### config.mk
export PLATFORM = sky130hd
export DESIGN_NAME = mle_irq_aggregator
export DESIGN_NICKNAME = d
export VERILOG_FILES = /design/src/rtl/mle_pkg.sv /design/src/rtl/mle_bus_if.sv /design/src/rtl/mle_event_core.sv /design/src/rtl/mle_cpu_latch.sv /design/src/rtl/mle_irq_aggregator.sv
export SDC_FILE = /design/constraint.sdc
export NUM_CORES = 1
export LEC_CHECK = 0
export CORE_MARGIN = 5
export CORE_UTILIZATION = 53
export DETAILED_ROUTE_END_ITERATION = 12
export HOLD_SLACK_MARGIN = 0.12
export PLACE_DENSITY_LB_ADDON = 0.2
export RECOVER_POWER = 100
export SYNTH_ARGS = -nofsm -noshare
export SYNTH_HDL_FRONTEND = slang
export SYNTH_SLANG_ARGS = --single-unit
export TNS_END_PERCENT = 30
### constraint.sdc
create_clock -name clk -period 5.3 [get_ports clk]
set_input_delay 1.06 -clock clk [delete_from_list [all_inputs] [get_ports clk]]
set_output_delay 1.06 -clock clk [all_outputs]
set_load 0.02 [all_outputs]
### src/rtl/mle_pkg.sv
package mle_pkg;
  localparam int WORD_W     = 32;
  localparam int MODE_BIT   = 31;
  localparam int CLRALL_BIT = 31;

  typedef enum logic [1:0] {
    SEL_MASK  = 2'd0,
    SEL_LEVEL = 2'd1,
    SEL_EVENT = 2'd2,
    SEL_CLEAR = 2'd3
  } reg_sel_e;

  // Reverse the four byte lanes of a bus word.
  function automatic logic [WORD_W-1:0] lane_swap(input logic [WORD_W-1:0] w);
    return {w[7:0], w[15:8], w[23:16], w[31:24]};
  endfunction

  // Capture rule for one reported source.
  function automatic logic capture_bit(input logic any_mode, input logic new_lvl,
                                       input logic old_lvl);
    return any_mode | (new_lvl & ~old_lvl);
  endfunction
endpackage

### src/rtl/mle_bus_if.sv
module mle_bus_if
  import mle_pkg::*;
#(
  parameter int NUM_SRC = 31,
  parameter int ADDR_W  = 4
) (
  input  logic               clk,
  input  logic               rst_n,
  input  logic [ADDR_W-1:0]  bus_addr,
  input  logic               bus_wr,
  input  logic [WORD_W-1:0]  bus_wdata,
  output logic [WORD_W-1:0]  bus_rdata,
  input  logic [NUM_SRC-1:0] levels_q,
  input  logic [NUM_SRC-1:0] events_q,
  output logic [NUM_SRC-1:0] mask_en,
  output logic               mode_any,
  output logic               clr_wr,
  output logic               clr_all,
  output logic [NUM_SRC-1:0] clr_bits
);
  localparam int IDX_W = ADDR_W - 2;

  logic [IDX_W-1:0]  idx;
  logic [WORD_W-1:0] wval;
  logic [WORD_W-1:0] rword;
  logic              mask_wr;

  assign idx      = bus_addr[ADDR_W-1:2];
  assign wval     = lane_swap(bus_wdata);
  assign mask_wr  = bus_wr && (idx == IDX_W'(SEL_MASK));
  assign clr_wr   = bus_wr && (idx == IDX_W'(SEL_CLEAR));
  assign clr_all  = wval[CLRALL_BIT];
  assign clr_bits = wval[NUM_SRC-1:0];

  always_ff @(posedge clk) begin
    if (!rst_n) begin
      mask_en  <= '0;
      mode_any <= 1'b0;
    end else if (mask_wr) begin
      mask_en  <= wval[NUM_SRC-1:0];
      mode_any <= wval[MODE_BIT];
    end
  end

  always_comb begin
    rword = '0;
    if (idx == IDX_W'(SEL_MASK)) begin
      rword[NUM_SRC-1:0] = mask_en;
      rword[MODE_BIT]    = mode_any;
    end else if (idx == IDX_W'(SEL_LEVEL)) begin
      rword[NUM_SRC-1:0] = levels_q;
    end else if (idx == IDX_W'(SEL_EVENT)) begin
      rword[NUM_SRC-1:0] = events_q;
    end
  end

  assign bus_rdata = lane_swap(rword);

  assert_mask_store_R2: assert property (@(posedge clk) disable iff (!rst_n)
    mask_wr |=> (mode_any == $past(wval[MODE_BIT])) && (mask_en == $past(wval[NUM_SRC-1:0])));
endmodule

### src/rtl/mle_event_core.sv
module mle_event_core
  import mle_pkg::*;
#(
  parameter int NUM_SRC = 31
) (
  input  logic               clk,
  input  logic               rst_n,
  input  logic [NUM_SRC-1:0] src_chg,
  input  logic [NUM_SRC-1:0] src_lvl,
  input  logic [NUM_SRC-1:0] mask_en,
  input  logic               mode_any,
  input  logic               clr_wr,
  input  logic               clr_all,
  input  logic [NUM_SRC-1:0] clr_bits,
  output logic [NUM_SRC-1:0] events_q,
  output logic [NUM_SRC-1:0] levels_q,
  output logic               upd,
  output logic               ev_next_nz,
  output logic               ev_clr_zero
);
  logic [NUM_SRC-1:0] ev_c;
  logic [NUM_SRC-1:0] ev_s;
  logic [NUM_SRC-1:0] ev_n;
  logic [NUM_SRC-1:0] lv_n;

  // Step 1: acknowledge.
  always_comb begin
    ev_c = events_q;
    if (clr_wr) begin
      if (mode_any && clr_all) ev_c = '0;
      else                     ev_c = events_q & ~clr_bits;
    end
  end

  // Step 2: per-source capture on top of the acknowledged value.
  for (genvar i = 0; i < NUM_SRC; i++) begin : g_src
    assign ev_s[i] = src_chg[i] ? capture_bit(mode_any, src_lvl[i], levels_q[i]) : ev_c[i];
    assign lv_n[i] = src_chg[i] ? src_lvl[i] : levels_q[i];
  end

  assign upd         = |src_chg;
  assign ev_n        = upd ? (ev_s & mask_en) : ev_c;
  assign ev_next_nz  = |ev_n;
  assign ev_clr_zero = (ev_c == '0);

  always_ff @(posedge clk) begin
    if (!rst_n) begin
      events_q <= '0;
      levels_q <= '0;
    end else begin
      events_q <= ev_n;
      levels_q <= lv_n;
    end
  end

  assert_masked_gone_R5: assert property (@(posedge clk) disable iff (!rst_n)
    upd |=> ((events_q & ~$past(mask_en)) == '0));
  assert_level_follows_R6: assert property (@(posedge clk) disable iff (!rst_n)
    upd |=> (((levels_q ^ $past(src_lvl)) & $past(src_chg)) == '0));
  assert_set_only_reported_R3: assert property (@(posedge clk) disable iff (!rst_n)
    rst_n |=> ((events_q & ~$past(events_q) & ~$past(src_chg)) == '0));
  assert_any_change_sets_R4: assert property (@(posedge clk) disable iff (!rst_n)
    (mode_any && upd) |=> ((~events_q & $past(src_chg) & $past(mask_en)) == '0));
  assert_clear_all_R7: assert property (@(posedge clk) disable iff (!rst_n)
    (clr_wr && clr_all && mode_any && !upd) |=> (events_q == '0));
endmodule

### src/rtl/mle_cpu_latch.sv
module mle_cpu_latch (
  input  logic clk,
  input  logic rst_n,
  input  logic upd,
  input  logic ev_next_nz,
  input  logic clr_wr,
  input  logic ev_clr_zero,
  output logic irq_q
);
  logic set_req;
  logic rel_req;

  assign set_req = upd & ev_next_nz;
  assign rel_req = clr_wr & ev_clr_zero;

  always_ff @(posedge clk) begin
    if (!rst_n) irq_q <= 1'b0;
    else        irq_q <= set_req | (irq_q & ~rel_req);
  end

  assert_irq_set_R9: assert property (@(posedge clk) disable iff (!rst_n)
    set_req |=> irq_q);
  assert_irq_release_only_clear_R10: assert property (@(posedge clk) disable iff (!rst_n)
    $fell(irq_q) |-> $past(clr_wr));
endmodule

### src/rtl/mle_irq_aggregator.sv
module mle_irq_aggregator
  import mle_pkg::*;
#(
  parameter int NUM_SRC = 31,
  parameter int ADDR_W  = 4
) (
  input  logic               clk,
  input  logic               rst_n,
  input  logic [NUM_SRC-1:0] src_chg,
  input  logic [NUM_SRC-1:0] src_lvl,
  input  logic [ADDR_W-1:0]  bus_addr,
  input  logic               bus_wr,
  input  logic [31:0]        bus_wdata,
  output logic [31:0]        bus_rdata,
  output logic               cpu_irq
);
  logic [NUM_SRC-1:0] mask_en;
  logic               mode_any;
  logic               clr_wr;
  logic               clr_all;
  logic [NUM_SRC-1:0] clr_bits;
  logic [NUM_SRC-1:0] events_q;
  logic [NUM_SRC-1:0] levels_q;
  logic               upd;
  logic               ev_next_nz;
  logic               ev_clr_zero;

  mle_bus_if #(.NUM_SRC(NUM_SRC), .ADDR_W(ADDR_W)) u_bus (
    .clk(clk), .rst_n(rst_n), .bus_addr(bus_addr), .bus_wr(bus_wr),
    .bus_wdata(bus_wdata), .bus_rdata(bus_rdata), .levels_q(levels_q),
    .events_q(events_q), .mask_en(mask_en), .mode_any(mode_any),
    .clr_wr(clr_wr), .clr_all(clr_all), .clr_bits(clr_bits)
  );

  mle_event_core #(.NUM_SRC(NUM_SRC)) u_core (
    .clk(clk), .rst_n(rst_n), .src_chg(src_chg), .src_lvl(src_lvl),
    .mask_en(mask_en), .mode_any(mode_any), .clr_wr(clr_wr), .clr_all(clr_all),
    .clr_bits(clr_bits), .events_q(events_q), .levels_q(levels_q), .upd(upd),
    .ev_next_nz(ev_next_nz), .ev_clr_zero(ev_clr_zero)
  );

  mle_cpu_latch u_latch (
    .clk(clk), .rst_n(rst_n), .upd(upd), .ev_next_nz(ev_next_nz),
    .clr_wr(clr_wr), .ev_clr_zero(ev_clr_zero), .irq_q(cpu_irq)
  );

  // Same-cycle acknowledge and report: a fresh event on an acknowledged bit survives.
  assert_clear_then_capture_R11: assert property (@(posedge clk) disable iff (!rst_n)
    (clr_wr && upd && ev_next_nz) |=> cpu_irq);
endmodule

==> flow_results.xml <==
<?xml version="1.0" encoding="UTF-8"?>
<metrics>
  <group name="synth">
    <metric name="dominant_cells_by_area_after_synthesis" unit="">dfxtp_1, mux2i_1, nand2_1, o21ai_0, nor2b_1</metric>
    <metric name="synthAdderAreaFrac" unit="%">0</metric>
    <metric name="postSynthAreaPerCell" unit="sq um">7.884</metric>
    <metric name="synth-edff-count" unit="">0</metric>
    <metric name="mappedNetlistNets" unit="">761</metric>
    <metric name="netlist_area_before_placement" unit="sq um">5204</metric>
    <metric name="synth.yosys.warnings" unit="">0</metric>
    <metric name="yosys.area.top_type_share" unit="%">36.55</metric>
    <metric name="synthXorXnorAreaFrac" unit="%">0</metric>
    <metric name="ys_seq_elements" unit="">95</metric>
    <metric name="synth_ff_type" unit="">dfxtp_1</metric>
    <metric name="synth.yosys.seq_area_share" unit="%">36.55</metric>
    <metric name="simple_gate_share_of_the_synthesized_area" unit="%">22.75</metric>
    <metric name="largest_family_of_logic_cells_by_synthesized_area" unit="">compound AO/OA/AOI/OAI gates</metric>
    <metric name="netlist.top_cell.by_area" unit="">dfxtp_1</metric>
    <metric name="synthMuxAreaShare" unit="%">11.93</metric>
    <metric name="synth_async_sr_flop_share" unit="%">0</metric>
    <metric name="synth_compound_gate_area_share" unit="%">24.62</metric>
    <metric name="synth.lib_cells_used.distinct" unit="">43</metric>
    <metric name="netlist_instances" unit="">660</metric>
  </group>
  <group name="critical_path">
    <metric name="critical_path.slowest_cell" unit="">dlygate4sd3_1</metric>
    <metric name="crit_required" unit="ns">4.24</metric>
    <metric name="arrival" unit="ns">3.93</metric>
    <metric name="crit_path_class" unit="">in -&gt; out</metric>
    <metric name="cell_class_contributing_the_biggest_share_of_worst_path_delay" unit="">buffers and inverters</metric>
    <metric name="slowest_delay" unit="ns">0.95</metric>
    <metric name="worstSetupEndpointType" unit="">output pin</metric>
    <metric name="worstSetupStartpointType" unit="">input pin</metric>
    <metric name="critical_path.cell_chain" unit="">dlygate4sd3_1, clkbuf_1, o21ai_0, dlygate4sd3_1</metric>
    <metric name="critPathMaxFanout" unit="">22</metric>
    <metric name="most_used_cell_along_the_critical_path" unit="">dlygate4sd3_1</metric>
    <metric name="cp_num_buf_inv" unit="">3</metric>
  </group>
  <group name="power_and_ir_drop">
    <metric name="p_leak" unit="nW">2.582</metric>
    <metric name="sw_frac_of_total" unit="%">28.89</metric>
    <metric name="seq_power_share" unit="%">50.0</metric>
    <metric name="comb_power_share" unit="%">19.3</metric>
    <metric name="p_total" unit="mW">1.516</metric>
    <metric name="cell_internal_pwr" unit="mW">1.078</metric>
    <metric name="power_density_cells" unit="nW/um^2">224.4</metric>
    <metric name="ir_drop" unit="uV">140.5</metric>
    <metric name="p_switching" unit="uW">437.8</metric>
    <metric name="clock_power_share" unit="%">30.7</metric>
  </group>
  <group name="place">
    <metric name="dp.final_hpwl" unit="mm">12.62</metric>
    <metric name="buffer_ports.inserted" unit="">131</metric>
    <metric name="final_estimated_routing_congestion_in_global_placement" unit="">0.9256</metric>
  </group>
  <group name="drt">
    <metric name="route.detailed.drc" unit="">0</metric>
    <metric name="routed_wirelength" unit="mm">17.64</metric>
    <metric name="routedWlPerCell" unit="um">19.38</metric>
    <metric name="antenna_left" unit="">0</metric>
    <metric name="drt_first_iter_violations" unit="">502</metric>
    <metric name="detail_route.vias_per_cell" unit="">6.091</metric>
    <metric name="vias" unit="">5543</metric>
    <metric name="drtPass1Iterations" unit="">5</metric>
  </group>
  <group name="global_route">
    <metric name="grt_overflow_total" unit="">0</metric>
    <metric name="grt_first_pass_wirelength" unit="mm">27.56</metric>
    <metric name="grt_pass1_vias" unit="">5456</metric>
    <metric name="grt_antenna_before_repair" unit="">0</metric>
    <metric name="gr-usage-all-layers" unit="%">29.78</metric>
    <metric name="grt_max_degree" unit="">53</metric>
  </group>
  <group name="clock_tree">
    <metric name="htree_levels" unit="">3</metric>
    <metric name="max-clock-path-buffers" unit="">2</metric>
    <metric name="post_cts.resized_instances" unit="">0</metric>
    <metric name="cts_root_buffer" unit="">clkbuf_8</metric>
    <metric name="clock_latency_of_the_later_clocked_register_in_the_worst_skew_pair" unit="ns">0.37</metric>
    <metric name="cts_tree" unit="">done</metric>
    <metric name="cts_setup_buffers" unit="">0</metric>
    <metric name="cts_hold_repair.buffers" unit="">0</metric>
    <metric name="cts_sinks" unit="">95</metric>
    <metric name="cts-buffers-inserted" unit="">9</metric>
    <metric name="cts.clk_slew.worst_paths" unit="ns">0.09</metric>
  </group>
  <group name="outcome">
    <metric name="outcome" unit="">finished with violations</metric>
    <metric name="violated_checks" unit="">max-capacitance violations, max-slew violations</metric>
  </group>
  <group name="timing">
    <metric name="achievable-frequency" unit="MHz">200.4</metric>
    <metric name="ratio_of_final_minimum_period_to_clock_period" unit="%">94.14</metric>
    <metric name="final.setup_skew" unit="ns">0.01030</metric>
    <metric name="rsz0062_at_grt" unit="">false</metric>
    <metric name="max-slew-margin-rel" unit="%">-62.99</metric>
    <metric name="setup-tns-final" unit="ns">0</metric>
    <metric name="drv_slew" unit="">86</metric>
    <metric name="tightest_slew" unit="ns">2.445</metric>
    <metric name="setup-violations-final" unit="">0</metric>
    <metric name="hold_fails_final_rpt" unit="">0</metric>
    <metric name="finalCriticalPeriod" unit="ns">4.990</metric>
  </group>
  <group name="floorplanning">
    <metric name="die_y" unit="um">109.1</metric>
    <metric name="row_count" unit="">36</metric>
    <metric name="core_area" unit="sq um">9684</metric>
    <metric name="start_util" unit="%">53.73</metric>
    <metric name="die_w" unit="um">109.1</metric>
    <metric name="num_io_pins" unit="">134</metric>
    <metric name="design.die.area" unit="sq um">11900</metric>
  </group>
  <group name="final_layout">
    <metric name="antennaDiodeCount" unit="">0</metric>
    <metric name="areaGrowthSynthToFinish" unit="%">29.77</metric>
    <metric name="drive_gt1_share" unit="%">4.376</metric>
    <metric name="layout.nets" unit="">873</metric>
  </group>
  <group name="worst_hold_path">
    <metric name="hold_class" unit="">reg -&gt; reg</metric>
  </group>
  <group name="run">
    <metric name="drv.max_cap_violation_count" unit="">2</metric>
  </group>
</metrics>
[sequential cells by signal, indices dropped and copies added, names as in the netlist]
| name | flops |
|---|---|
| u_bus.mask_en | 31 |
| u_bus.mode_any | 1 |
| u_core.events_q | 31 |
| u_core.levels_q | 31 |
| u_latch.irq_q | 1 |
[layout by cell type, fill, tap and decap left out, types with 5 or more instances in the layout]
cell and count:
clkdlybuf4s50_1 99, nand2_1 98, dfxtp_1 95, o21ai_0 67, mux2i_1 62, a21oi_1 56
nor2b_1 45, nor2_1 38, dlygate4sd3_1 31, nand2b_1 27, o21ai_1 21, a211oi_1 21
a221oi_1 11, clkbuf_8 11, and2_1 9, nor4_1 8, inv_1 8, o22ai_1 8
buf_4 8, a221oi_2 6, clkbuf_1 5
[worst paths after layout]
check / start / end / slack [ns] / depth (start not counted)
setup / recovery: bus_addr[3] / bus_rdata[18] / 0.31 / 4
hold reg to reg: u_bus.mask_en[25] / u_bus.mask_en[25] / 0.47 / 2
setup reg to reg: u_bus.mode_any / u_latch.irq_q / 2.48 / 9
hold / removal: u_bus.mask_en[25] / u_bus.mask_en[25] / 0.47 / 2
[worst reg2reg max path, cell delays in order (launching register included)]
cell       delay [ns]
dfxtp_1          0.32
buf_4            0.37
and2_1           0.47
buf_4            0.28
o21ai_1          0.07
and2_1           0.21
o21bai_1         0.35
o2111ai_1        0.23
nor4_2           0.31
o2bb2ai_1        0.10
[cells in the mapped netlist (all sizes together), types with 7 or more instances]
master and number:
nor2b 46, a21oi 56, dfxtp 95, mux2i 62, clkbuf 29, o21ai 88, o22ai 8, nand2b 27
a221oi 17, inv 7, and2 9, a211oi 21, nor4 9, nor2 38, buf 13, nand2 99
[routing by layer]
metal / wire (um) / up-vias / global-route usage, %
met5: 0 / - / 0
met4: 504 / 0 / 12.44
met3: 1703 / 45 / 5.388
met2: 7890 / 317 / 45.83
met1: 7541 / 2600 / 40.97
li1: - / 2581 / -
[metrics by stage]
stage / std cells / hold slack (ns) / instance area (sq um) / utilization, % / setup WS, ns
2_1_floorplan: 660 / 0.4452 / 5204 / - / 1.971
3_3_place_gp: 894 / 0.4515 / 6583 / 67.97 / 0.7733
3_5_place_dp: 894 / 0.4574 / 6583 / 67.97 / 0.7720
4_1_cts: 910 / 0.4696 / 6768 / 69.88 / 0.7416
5_1_grt: 910 / 0.4926 / 6753 / 69.73 / 0.3296
6_report: 910 / 0.4710 / 6753 / 69.73 / 0.3103
[cell type report]
cell class / count / area, sq um
clock buffers: 12 / 155.1
fillers: 821 / 2932
clock inverters: 4 / 30.03
well taps: 133 / 166.4
inverters: 8 / 30.03
multi-input cells: 515 / 3088
repair buffers: 143 / 1381
flip-flops and latches: 95 / 1902
[power groups by stage]
| stage | clock network (mW) | registers, mW | logic (mW) |
|---|---|---|---|
| 6_report | 0.466 | 0.757 | 0.292 |
| 5_1_grt | 0.501 | 0.761 | 0.312 |
| 4_1_cts | 0.467 | 0.757 | 0.293 |
| 3_5_place_dp | 0 | 0.774 | 0.291 |
| 3_3_place_gp | 0 | 0.772 | 0.287 |
| 2_1_floorplan | 0 | 0.772 | 0.138 |
[cells by family (layout without fill, tap and decap cells)]
logic type / count (synthesis) / in the layout
flip-flops: 95 / 95
multiplexers: 62 / 62
buffers and inverters: 50 / 167
AND/OR/NAND/NOR: 242 / 242
AO/OA/AOI/OAI: 211 / 211
(Power assumes the default switching activity.)
